[src/rtl/sdram_map_pkg.sv]
package sdram_map_pkg;

    localparam int COL_BASE      = 8;
    localparam int MAX_COL_BITS  = 11;
    localparam int MAX_BANK_BITS = 2;
    localparam int LANE_PAIR     = 2;

    typedef enum logic [1:0] {
        ACC_HIT     = 2'b00,
        ACC_ACT     = 2'b01,
        ACC_PRE_ACT = 2'b10
    } acc_kind_e;

    typedef struct packed {
        logic [1:0] bank_code;
        logic [1:0] page_code;
        logic       bus32;
    } map_cfg_t;

    // number of column bits for a page-size code
    function automatic logic [3:0] col_bits(input logic [1:0] page_code);
        return 4'(COL_BASE) + {2'b00, page_code};
    endfunction

    // number of bank bits for a bank-count code; code 3 folds onto 2
    function automatic logic [1:0] bank_bits(input logic [1:0] bank_code);
        return (bank_code == 2'd3) ? 2'd2 : bank_code;
    endfunction

endpackage

[src/rtl/sdram_field_split.sv]
module sdram_field_split
    import sdram_map_pkg::*;
#(
    parameter int ADDR_W = 32,
    parameter int ROW_W  = 13
) (
    input  map_cfg_t                   cfg,
    input  logic [ADDR_W-1:0]          addr,
    output logic [MAX_COL_BITS-1:0]    col,
    output logic [MAX_BANK_BITS-1:0]   bank,
    output logic [ROW_W-1:0]           row,
    output logic                       half_sel
);

    logic [ADDR_W-1:0]        word_addr;
    logic [ADDR_W-1:0]        above_col;
    logic [ADDR_W-1:0]        above_bank;
    logic [3:0]               n_col;
    logic [1:0]               n_bank;
    logic [MAX_COL_BITS-1:0]  col_mask;
    logic [MAX_BANK_BITS-1:0] bank_mask;

    always_comb begin
        n_col      = col_bits(cfg.page_code);
        n_bank     = bank_bits(cfg.bank_code);
        word_addr  = cfg.bus32 ? (addr >> 1) : addr;
        half_sel   = cfg.bus32 & addr[0];
        col_mask   = MAX_COL_BITS'((32'd1 << n_col) - 32'd1);
        bank_mask  = MAX_BANK_BITS'((32'd1 << n_bank) - 32'd1);
        above_col  = word_addr >> n_col;
        above_bank = above_col >> n_bank;
        col        = MAX_COL_BITS'(word_addr) & col_mask;
        bank       = MAX_BANK_BITS'(above_col) & bank_mask;
        row        = ROW_W'(above_bank);
    end

endmodule

[src/rtl/sdram_row_tracker.sv]
module sdram_row_tracker
    import sdram_map_pkg::*;
#(
    parameter int ROW_W  = 13,
    parameter int BANK_W = 2
) (
    input  logic              clk,
    input  logic              rst,
    input  logic              clear_all,
    input  logic [BANK_W-1:0] lk_bank,
    input  logic [ROW_W-1:0]  lk_row,
    input  logic              upd,
    output acc_kind_e         kind
);

    localparam int NBANK = 1 << BANK_W;

    logic [NBANK-1:0] open_vld;
    logic [ROW_W-1:0] open_row [NBANK];

    generate
        for (genvar b = 0; b < NBANK; b++) begin : g_bank
            logic             vld_q;
            logic [ROW_W-1:0] row_q;
            always_ff @(posedge clk) begin
                if (rst || clear_all) begin
                    vld_q <= 1'b0;
                    if (rst) row_q <= '0;
                end else if (upd && (lk_bank == BANK_W'(b))) begin
                    vld_q <= 1'b1;
                    row_q <= lk_row;
                end
            end
            assign open_vld[b] = vld_q;
            assign open_row[b] = row_q;
        end
    endgenerate

    always_comb begin
        if (!open_vld[lk_bank])
            kind = ACC_ACT;
        else if (open_row[lk_bank] == lk_row)
            kind = ACC_HIT;
        else
            kind = ACC_PRE_ACT;
    end


    clear_idle_chk: assert property (@(posedge clk) disable iff (rst)
        clear_all |=> (open_vld == '0));


    row_store_chk: assert property (@(posedge clk) disable iff (rst)
        (upd && !clear_all) |=>
            (open_vld[$past(lk_bank)] && (open_row[$past(lk_bank)] == $past(lk_row))));

endmodule

[src/rtl/sdram_lane_mask.sv]
module sdram_lane_mask
    import sdram_map_pkg::*;
(
    input  logic                 wr,
    input  logic [LANE_PAIR-1:0] be,
    input  logic                 half_sel,
    output logic [3:0]           dqm
);

    always_comb begin
        if (!wr)
            dqm = 4'b0000;
        else if (half_sel)
            dqm = {~be, 2'b11};
        else
            dqm = {2'b11, ~be};
    end

endmodule

[src/rtl/sdram_addr_map.sv]
module sdram_addr_map
    import sdram_map_pkg::*;
#(
    parameter int ADDR_W = 32,
    parameter int ROW_W  = 13
) (
    input  logic                     clk,
    input  logic                     rst,
    input  logic                     req_valid,
    output logic                     req_ready,
    input  logic [ADDR_W-1:0]        req_addr,
    input  logic                     req_write,
    input  logic [1:0]               req_be,
    input  logic [1:0]               cfg_bank_code,
    input  logic [1:0]               cfg_page_code,
    input  logic                     cfg_bus32,
    input  logic                     close_all,
    output logic                     rsp_valid,
    output logic [1:0]               rsp_kind,
    output logic [1:0]               rsp_bank,
    output logic [ROW_W-1:0]         rsp_row,
    output logic [MAX_COL_BITS-1:0]  rsp_col,
    output logic [3:0]               rsp_dqm
);

    localparam int BANK_W = MAX_BANK_BITS;

    map_cfg_t                 cfg_now;
    map_cfg_t                 cfg_q;
    logic                     cfg_stale;
    logic                     accept;
    logic [MAX_COL_BITS-1:0]  f_col;
    logic [BANK_W-1:0]        f_bank;
    logic [ROW_W-1:0]         f_row;
    logic                     f_half;
    logic [3:0]               f_dqm;
    acc_kind_e                f_kind;

    assign cfg_now   = '{bank_code: cfg_bank_code, page_code: cfg_page_code, bus32: cfg_bus32};
    assign cfg_stale = (cfg_now != cfg_q);
    assign req_ready = !rst && !close_all && !cfg_stale;
    assign accept    = req_valid && req_ready;

    sdram_field_split #(.ADDR_W(ADDR_W), .ROW_W(ROW_W)) u_split (
        .cfg      (cfg_now),
        .addr     (req_addr),
        .col      (f_col),
        .bank     (f_bank),
        .row      (f_row),
        .half_sel (f_half)
    );

    sdram_row_tracker #(.ROW_W(ROW_W), .BANK_W(BANK_W)) u_track (
        .clk       (clk),
        .rst       (rst),
        .clear_all (close_all || cfg_stale),
        .lk_bank   (f_bank),
        .lk_row    (f_row),
        .upd       (accept),
        .kind      (f_kind)
    );

    sdram_lane_mask u_mask (
        .wr       (req_write),
        .be       (req_be),
        .half_sel (f_half),
        .dqm      (f_dqm)
    );

    always_ff @(posedge clk) begin
        cfg_q <= cfg_now;
        if (rst) begin
            rsp_valid <= 1'b0;
            rsp_kind  <= ACC_HIT;
            rsp_bank  <= '0;
            rsp_row   <= '0;
            rsp_col   <= '0;
            rsp_dqm   <= '0;
        end else begin
            rsp_valid <= accept;
            if (accept) begin
                rsp_kind <= f_kind;
                rsp_bank <= f_bank;
                rsp_row  <= f_row;
                rsp_col  <= f_col;
                rsp_dqm  <= f_dqm;
            end
        end
    end


    rsp_timing_chk: assert property (@(posedge clk) disable iff (rst)
        rsp_valid == $past(req_valid && req_ready));


    read_mask_chk: assert property (@(posedge clk) disable iff (rst)
        (rsp_valid && !$past(req_write)) |-> (rsp_dqm == 4'b0000));


    write_pair_chk: assert property (@(posedge clk) disable iff (rst)
        (rsp_valid && $past(req_write)) |-> ((rsp_dqm[3:2] == 2'b11) || (rsp_dqm[1:0] == 2'b11)));

endmodule

[config.mk]
export PLATFORM = sky130hd
export DESIGN_NAME = sdram_addr_map
export DESIGN_NICKNAME = d
export VERILOG_FILES = /design/src/rtl/sdram_map_pkg.sv /design/src/rtl/sdram_field_split.sv /design/src/rtl/sdram_row_tracker.sv /design/src/rtl/sdram_lane_mask.sv /design/src/rtl/sdram_addr_map.sv
export SDC_FILE = /design/constraint.sdc
export NUM_CORES = 1
export LEC_CHECK = 0
export CAP_MARGIN = 20
export CELL_PAD_IN_SITES_DETAIL_PLACEMENT = 1
export CELL_PAD_IN_SITES_GLOBAL_PLACEMENT = 1
export CORE_ASPECT_RATIO = 1.25
export CORE_MARGIN = 4
export CORE_UTILIZATION = 52
export CTS_BUF_LIST = sky130_fd_sc_hd__clkbuf_4 sky130_fd_sc_hd__clkbuf_8
export DETAILED_ROUTE_END_ITERATION = 10
export DONT_BUFFER_PORTS = 1
export PLACE_DENSITY_LB_ADDON = 0.1
export SLEW_MARGIN = 20
export SYNTH_ARGS = -nofsm -noshare
export SYNTH_HDL_FRONTEND = slang
export SYNTH_SLANG_ARGS = --single-unit
[constraint.sdc]
create_clock -name clk -period 5 [get_ports clk]
set_input_delay 1 -clock clk [delete_from_list [all_inputs] [get_ports clk]]
set_output_delay 1 -clock clk [all_outputs]
set_load 0.01 [all_outputs]
== After elaboration in Yosys (flattened, before gate mapping) ==
Cells that the tools add are included.

* Add/subtract/negate cells: 3
* Multiply operators: 0
* Div/mod/pow operators: 0
* $lt $le $gt $ge: 2
* Eq/ne operators: 7
* Shifts and indexed selects: 4
* Mux-type cells: 20
* Bitwise operators: 5
* Reduce and logical (&&, ||, !) cells: 21

{| class="wikitable"
|+ Operators with widths
! operator !! number
|-
| $mux W13 || 11
|-
| $mux W32 || 1
|-
| $shr A32 B2 Y13 || 1
|-
| $shr A32 B4 Y32 || 1
|-
| $bmux W13 S2 || 1
|-
| $eq A13 B13 Y1 || 1
|-
| $and A11 B11 Y11 || 1
|-
| $shl A1 B4 Y11 const A || 1
|-
| $sub A11 B1 Y11 const B || 1
|-
| $mux W4 || 2
|-
| $reduce_and A2 Y1 || 4
|-
| $reduce_bool A2 Y1 || 4
|-
| $logic_and A1 B1 Y1 || 7
|-
| $eq A2 B2 Y1 const B || 3
|-
| $mux W2 || 3
|-
| $ne A5 B5 Y1 || 1
|-
| $add A4 B2 Y4 const A || 1
|-
| $ge A3 B3 Y1 const B || 1
|-
| $logic_not A1 Y1 || 3
|-
| $lt A2 B3 Y1 const B || 1
|-
| $not A2 Y3 || 1
|-
| $and A2 B2 Y2 || 1
|-
| $bmux W1 S2 || 1
|-
| $eq A2 B1 Y1 const B || 1
|-
| 8 further kinds || 9
|}

* Register bits: 94
* Bits in latches: 0
* Bits in writable memories: 0
* Memory bits (read-only): 0
* Bits of input ports: 44
* Output and inout bits: 34
* Memories: 0

== Logic depth before layout (Yosys ltp) ==
Gate-level depths: netlist (run 1).

* Word-level depth: 12
* Mapped depth: 13
* Gate-level depth less buffers: 9

== Hierarchy ==
Synthesis (run 1) repeated with hierarchy kept, for this count alone.

* Cells, all modules: 410
* Area, all modules: 5227.5 sq um

{| class="wikitable"
|+ Modules (own cells, without submodules)
! module !! instances !! cells each !! area an instance (sq um)
|-
| sdram_row_tracker || 1 || 125 || 2346.0
|-
| sdram_addr_map || 1 || 157 || 1659.1
|-
| sdram_field_split || 1 || 123 || 1188.6
|-
| sdram_lane_mask || 1 || 5 || 33.8
|}

== Worst setup path before layout (run 1) ==
No wires, ideal clock.

* Path type: input to register
* Start: input cfg_page_code[0]
* End: register u_track.g_bank[1].row_q[0] (enable)
* Data arrival time: 3.493 ns
* Data required time: 4.614 ns
* Setup slack: 1.121 ns
* Cell stages on the path: 13
* Path buffers: 5
* Cells stage by stage: buf_6 buf_6 buf_6 xnor2_1 nand4_1 or4_1 clkbuf_1 inv_2 nand2_1 inv_2 buf_2 nand2_1 o21bai_1

* Cells in the longest elaborated chain, start to end: 7
* Elaborated cells on any way between the ends: 14

{| class="wikitable"
|+ Ends and longest elaborated chain
! what !! line !! text
|-
| start, declared || sdram_addr_map.sv:15 || <nowiki>input logic [1:0] cfg_page_code,</nowiki>
|-
| $ne A5 B5 Y1 || sdram_addr_map.sv:40 || <nowiki>assign cfg_stale = (cfg_now != cfg_q);</nowiki>
|-
| $logic_not A1 Y1 || sdram_addr_map.sv:41 || <nowiki>assign req_ready = !rst && !close_all && !cfg_stale;</nowiki>
|-
| $logic_and A1 B1 Y1 || sdram_addr_map.sv:41 ||
|-
| net req_ready || sdram_addr_map.sv:10 || <nowiki>output logic req_ready,</nowiki>
|-
| $logic_and A1 B1 Y1 || sdram_addr_map.sv:42 || <nowiki>assign accept = req_valid && req_ready;</nowiki>
|-
| $logic_and A1 B1 Y1 || sdram_row_tracker.sv:29 || <nowiki>end else if (upd && (lk_bank == BANK_W'(b))) begin</nowiki>
|-
| $reduce_bool A2 Y1 (no line) || n/a ||
|-
| $reduce_and A2 Y1 (no line) || n/a ||
|-
| end signal, assigned || sdram_row_tracker.sv:31 || <nowiki>row_q <= lk_row;</nowiki>
|-
| end, declared || sdram_row_tracker.sv:24 || <nowiki>logic [ROW_W-1:0] row_q;</nowiki>
|}

The timed path passes the listed nets, and every way through them passes these cells.
A chain may end at the register's enable or synchronous reset.

== Worst setup path in the final report (run 1) ==
* Start: input cfg_page_code[0]
* End: register rsp_kind[1]

* Cells in the longest elaborated chain, start to end: 10
* Elaborated cells on any way between the ends: 17

{| class="wikitable"
|+ Ends and longest elaborated chain
! what !! line !! text
|-
| $add A4 B2 Y4 || sdram_map_pkg.sv:22 || <nowiki>return 4'(COL_BASE) + {2'b00, page_code};</nowiki>
|-
| $shr A32 B4 Y32 || sdram_field_split.sv:30 || <nowiki>above_col = word_addr >> n_col;</nowiki>
|-
| $and A2 B2 Y2 || sdram_field_split.sv:33 || <nowiki>bank = MAX_BANK_BITS'(above_col) & bank_mask;</nowiki>
|-
| $not A2 Y3 (implied by the code) || sdram_row_tracker.sv:42 || <nowiki>else if (open_row[lk_bank] == lk_row)</nowiki>
|-
| $bmux W13 S2 || sdram_row_tracker.sv:42 ||
|-
| $mux W13 (implied by the code) (2 in a row) || sdram_row_tracker.sv:42 ||
|-
| $eq A13 B13 Y1 || sdram_row_tracker.sv:42 ||
|-
| $mux W2 || sdram_row_tracker.sv:42 ||
|-
| $mux W2 || sdram_row_tracker.sv:40 || <nowiki>if (!open_vld[lk_bank])</nowiki>
|-
| end signal, assigned || sdram_addr_map.sv:82 || <nowiki>rsp_kind <= f_kind;</nowiki>
|-
| end, declared || sdram_addr_map.sv:19 || <nowiki>output logic [1:0] rsp_kind,</nowiki>
|}

Several ways; a longest one is shown, not always the timed one. The select of a mux whose other input is x is not followed.

==> results of run 1 <==
-- worst max-delay path by stage --
stage                                start  cells past startpoint                    endpoint
final                     cfg_page_code[0]                      9                 rsp_kind[1]
after global routing      cfg_page_code[0]                      9                 rsp_kind[1]
after CTS                 cfg_page_code[0]                      9                 rsp_kind[1]
after detailed placement  cfg_page_code[0]                      9                 rsp_kind[1]
after global placement    cfg_page_code[0]                     10                 rsp_kind[1]
after floorplan           cfg_page_code[0]                     13  u_track.g_bank[1].row_q[0]
-- per-layer routing --
metal / up-vias / part of all wire / track usage
met1: 1713 / 0.40 / 0.262
met3: 16 / 0.046 / 0.0604
li1: 1671 / - / -
met2: 70 / 0.53 / 0.389
met5: - / 0.0011 / 0
met4: 2 / 0.017 / 0.0770
-- synthesized netlist by cell type (3+ instances only) --
library cell and instances:
nand2_1 49, mux2i_1 51, a32oi_1 5, xor2_1 4, nor2_1 53, and2_1 9, o221ai_1 5, o21ai_0 6
a21oi_1 26, a31oi_1 5, dfxtp_1 42, clkbuf_1 13, a211oi_1 17, buf_6 5, mux4_2 5, buf_1 3
a22oi_1 6, mux2_2 13, or3_1 3, o21a_1 4, buf_2 11, o21bai_1 3, xnor2_1 13, edfxtp_1 52
a221oi_1 4, nor4_1 3, nor3_1 6, nand3_1 11
-- registers in the layout, summed over array words and instances, names as in the netlist --
signal                count
cfg_q                     5
rsp_bank                  2
rsp_col                  11
rsp_dqm                   4
rsp_kind                  2
rsp_row                  13
rsp_valid                 1
u_track.g_bank.row_q     52
u_track.g_bank.vld_q      4
-- placed cells by master, fill, tap and decap left out, drive strengths merged, types with 6 or more instances in the layout --
cell    synthesis  routed
xnor2          13      13
nor3            7       7
o21ai           8       8
clkbuf         14       9
a21oi          26      26
a211oi         17      17
inv             3       7
mux2i          51      51
mux2           13      13
dfxtp          42      42
a22oi           6       6
nor2           53      53
edfxtp         52      52
and2            9       9
nand2          49      49
buf            20       9
nand3          11      11
-- cell type report --
cell class              count  area [um^2]
clock buffers               9          124
clock inverters             7         78.8
fillers                  1012         4030
inverters                   3         11.3
multi-input cells         328         2260
flip-flops and latches     94         2400
well taps                 123          154
repair buffers              9         67.6
-- cell families (layout without fill, tap and decap cells) --
| logic type | Yosys count | after routing | share of synthesized area |
|---|---|---|---|
| AOI/OAI and AO/OA | 96 | 96 | 0.143 |
| xor gates and xnor gates | 17 | 17 | 0.0306 |
| buffers and inverters | 37 | 28 | 0.0402 |
| DFF | 94 | 94 | 0.494 |
| muxes | 69 | 69 | 0.158 |
| and+or+nand+nor | 146 | 146 | 0.134 |
-- stage by stage --
stage	power (W)	hold slack [ns]
3_5_place_dp	0.00110	0.463
3_3_place_gp	0.00109	0.449
5_1_grt	0.00166	0.504
4_1_cts	0.00161	0.488
2_1_floorplan	0.00106	0.437
6_report	0.00159	0.487
-- critical path, stage by stage --
cell,delay (ns)
mux2i_1,0.44
a22o_1,0.38
or3_1,0.78
nand2_1,0.15
a32oi_1,0.26
xnor2_1,0.10
nor4_1,0.37
and3_1,0.25
o21ai_1,0.07
-- where the power goes --
part           total [W]  internal [W]  switching [W]
Combinational   0.000248      0.000105       0.000142
Clock           0.000512      0.000238       0.000274
Sequential      0.000834      0.000828     0.00000581
Total            0.00159       0.00117       0.000422
==> results.toml, run 1 <==
[die]
rows = 39
dieArea_um2 = 11000
die_x_um = 94.5
io_pins = 78
start_util = 0.532
core_um2 = 9130
fp.dieH_um = 116

[clock_network]
cts_buffers = 9
htree_levels = 3
clockRootBuffer = "clkbuf_8"
cts_setup_buffers = 0
cts.sinks = 94
path_clk_slew_ns = 0.10
cts_buffer_depth = 2
cts-resized-gates = 0
insertion_delay_ns = 0.36
cts_tree = "yes"
hold_buffers = 0

[placed_design]
numPortBuffers = 0
dp_cells = 557
gp_congestion = 0.762
preCtsSetupSlack_ns = 1.08
dpl_cell_area_um2 = 4900
dp_hpwl_um = 8370

[setup_path]
crit_fanout = 30
r2r-start = "cfg_q[2]"
arrival_ns = 3.81
worstSetupPathType = "input pin to register"
start_kind = "input pin"
worstPathRequired_ns = 5.27
reg2reg_slack_ns = 2.12
rr_worst_depth = 9
endpoint_kind = "register"
rr_endpoint = "u_track.g_bank[2].row_q[6]"

[layout]
syn_to_final_growth_pct = 4.94
utilization = 0.559
nets = 489
final_cell_area_um2 = 5100
diodes = 0
fin_cells = 573
drive_above_1_share = 0.116

[drt]
firstDrtPassIters = 4
routed_wl_um = 11600
drt-wirelength-per-cell_um = 20.3
drt_iter0_drc = 174
ant_nets = 0
drc = 0
vias = 3472
viasPerCell = 6.06

[synthesis]
synth_top_area_frac = 0.321
synthesis.area_um2 = 4860
synth_nets = 503
synth-seq-cells = 94
synth_edf_count = 52
syn_area_per_cell_um2 = 10.6
synth_area_leader_cell = "edfxtp_1"
synthFlopType = "edfxtp_1"
ys_async_sr_fraction = 0
synthTopCellsByArea = "edfxtp_1 32%, dfxtp_1 17%, mux2i_1 11%"
ys_seq_area_frac = 0.494
netlist_instances = 459
synth_warnings = 0
netlist-cell-type-count = 51

[worst_hold_path]
min_path_type = "register to register"
min_to = "u_track.g_bank[2].vld_q"
hp-start = "u_track.g_bank[2].vld_q"
whs_path_depth = 2

[sta]
tightest_slew_ns = 0.978
fmax_mhz = 282
finalHoldViolCount = 0
rsz0062_at_grt = "false"
relSlewSlack = 0.346
period_minus_slack_ns = 3.55
slew_violations = 0
clock_skew_ns = 0.0130
final.setup.worst_slack_ns = 1.45
final-setup-viol-count = 0
finalSetupTns_ns = 0
fin_crit_sh = 0.709

[grt]
grt_pass1_vias = 3614
overflow = 0
grt_usage = 0.222
grt_start_max_net_pins = 41
grt_antenna_before_repair = 1
grt_pass1_wl_um = 18500

[status]
status = "completed"

[power_and_ir_drop]
ir_drop_mv = 0.259
powerDensity_nw_per_um2 = 313
p_leak_nw = 1.85

[run]
maxCapViolCount = 0
No activity file was read; power rests on OpenSTA's default activity.
==> inputs of run 2 (changes only) <==
--- a/config.mk
+++ b/config.mk
@@ -10,7 +10,7 @@
 export CELL_PAD_IN_SITES_GLOBAL_PLACEMENT = 1
 export CORE_ASPECT_RATIO = 1.25
 export CORE_MARGIN = 4
-export CORE_UTILIZATION = 52
+export CORE_UTILIZATION = 47
 export CTS_BUF_LIST = sky130_fd_sc_hd__clkbuf_4 sky130_fd_sc_hd__clkbuf_8
 export DETAILED_ROUTE_END_ITERATION = 10
 export DONT_BUFFER_PORTS = 1
==> constraint.sdc (replaced) <==
create_clock -name clk -period 3 [get_ports clk]
set_input_delay 0.6 -clock clk [delete_from_list [all_inputs] [get_ports clk]]
set_output_delay 0.6 -clock clk [all_outputs]
set_load 0.01 [all_outputs]
==> results.toml, run 2 (same netlist as run 1, synthesis figures left out) <==
[clock_network]
htree_levels = 3
cts_buffers = 9
cts-resized-gates = 0
cts.sinks = 94
clockRootBuffer = "clkbuf_8"
cts_tree = "yes"
insertion_delay_ns = 0.36
hold_buffers = 0
cts_setup_buffers = 0
path_clk_slew_ns = 0.09
cts_buffer_depth = 2

[setup_path]
reg2reg_slack_ns = 0.58
worstSetupPathType = "input pin to register"
rr_endpoint = "u_track.g_bank[0].row_q[10]"
worstPathRequired_ns = 3.26
crit_fanout = 30
rr_worst_depth = 7
start_kind = "input pin"
r2r-start = "cfg_q[1]"
endpoint_kind = "register"
arrival_ns = 2.93

[sta]
tightest_slew_ns = 0.432
slew_violations = 0
final-setup-viol-count = 0
fmax_mhz = 374
rsz0062_at_grt = "false"
relSlewSlack = 0.704
final.setup.worst_slack_ns = 0.325
finalHoldViolCount = 0
period_minus_slack_ns = 2.68
finalSetupTns_ns = 0
fin_crit_sh = 0.892
clock_skew_ns = 0.00733

[drt]
ant_nets = 0
vias = 3550
drc = 0
firstDrtPassIters = 4
drt_iter0_drc = 176
viasPerCell = 5.91
routed_wl_um = 12300
drt-wirelength-per-cell_um = 20.4

[placed_design]
gp_congestion = 0.736
dp_hpwl_um = 8900
numPortBuffers = 0
preCtsSetupSlack_ns = 0.0164

[grt]
overflow = 0
grt_pass1_wl_um = 19800
grt_pass1_vias = 3777
grt_usage = 0.209
grt_start_max_net_pins = 38
grt_antenna_before_repair = 1

[worst_hold_path]
min_path_type = "input pin to register"
hp-start = "cfg_page_code[0]"
min_to = "cfg_q[1]"
whs_path_depth = 0

[power_and_ir_drop]
powerDensity_nw_per_um2 = 530
ir_drop_mv = 0.257
p_leak_nw = 2.00

[die]
core_um2 = 10100
start_util = 0.481
fp.dieH_um = 122
die_x_um = 98.9
rows = 41
io_pins = 78
dieArea_um2 = 12000

[layout]
drive_above_1_share = 0.165
largest_register = "u_track.g_bank.row_q"
final_common_cell = "nor2_1"
syn_to_final_growth_pct = 10.3
nets = 511
top_regs = "u_track.g_bank.row_q: 52 flops, rsp_row: 13 flops, rsp_col: 11 flops"
diodes = 0
final_cell_mix = "53 x nor2_1, 52 x edfxtp_1, 51 x mux2i_1, 48 x nand2_1, 42 x dfxtp_1"
largest_reg_flops = 52

[run]
maxCapViolCount = 0

[status]
status = "completed"
## run 2: cell types whose count changed in the layout (fill, tap and decap cells not counted)
cell,delta
a21o_1,-1
a21o_2,+1
buf_12,+2
buf_4,+20
bufinv_16,+1
clkbuf_4,+1
clkbuf_8,+1
clkinv_2,-1
clkinv_4,-1
inv_4,-1
nand2_1,-1
nand2_4,+1
o21bai_1,-2
o21bai_4,+2
## run 2: worst max-delay path: stages
cell	delay, ns
mux2i_1	0.29
and2_1	0.26
a2111o_1	0.40
buf_4	0.26
a21oi_1	0.06
a32oi_1	0.27
xnor2_1	0.13
nor4_1	0.33
and3_1	0.25
o21ai_1	0.07
## run 2: area by class of cell
cell class | count | area [um^2]
clock buffer | 11 | 145
clock inverter | 5 | 88.8
fill | 1088 | 4750
inverter | 3 | 11.3
multi-input combinational | 328 | 2290
sequential | 94 | 2400
tap | 129 | 161
timing repair buffer | 31 | 258
## run 2: layer usage
| metal | wire (um) | vias to the layer above | share of wire | track usage |
|---|---|---|---|---|
| met5 | 7 | - | 0.00057 | 0 |
| met4 | 199 | 2 | 0.016 | 0.0632 |
| met3 | 599 | 15 | 0.049 | 0.0481 |
| met2 | 6310 | 71 | 0.51 | 0.361 |
| met1 | 5160 | 1747 | 0.42 | 0.260 |
| li1 | - | 1715 | - | - |
## run 2: metrics by stage
stage                     power [W]  cell area [um^2]  cells  hold slack [ns]  utilization
after CTS                   0.00286              5360    601            0.244        0.530
after detailed placement    0.00189              5120    585            0.470        0.507
after floorplan             0.00177              4900    459            0.437            -
after global routing        0.00296              5360    601            0.238        0.530
after global placement      0.00188              5120    585            0.449        0.507
final                       0.00284              5360    601            0.263        0.530
## run 2: worst max path at each step
| stage | from | to | slack (ns) | depth (start not counted) |
|---|---|---|---|---|
| 2_1_floorplan | cfg_page_code[0] | u_track.g_bank[1].row_q[0] | 0.02 | 13 |
| 4_1_cts | cfg_page_code[0] | rsp_kind[1] | 0.29 | 10 |
| 5_1_grt | cfg_page_code[0] | rsp_kind[1] | 0.25 | 10 |
| 3_3_place_gp | cfg_page_code[0] | rsp_kind[1] | 0.08 | 10 |
| 3_5_place_dp | cfg_page_code[0] | rsp_kind[1] | 0.02 | 10 |
| 6_report | cfg_page_code[0] | rsp_kind[1] | 0.32 | 10 |
## run 2: power by group
group | switching (W) | total [W] | internal (W) | leakage, nW
Clock | 0.000462 | 0.000976 | 0.000514 | 0.120
Combinational | 0.000253 | 0.000475 | 0.000221 | 0.982
Sequential | 0.00000984 | 0.00139 | 0.00138 | 0.898
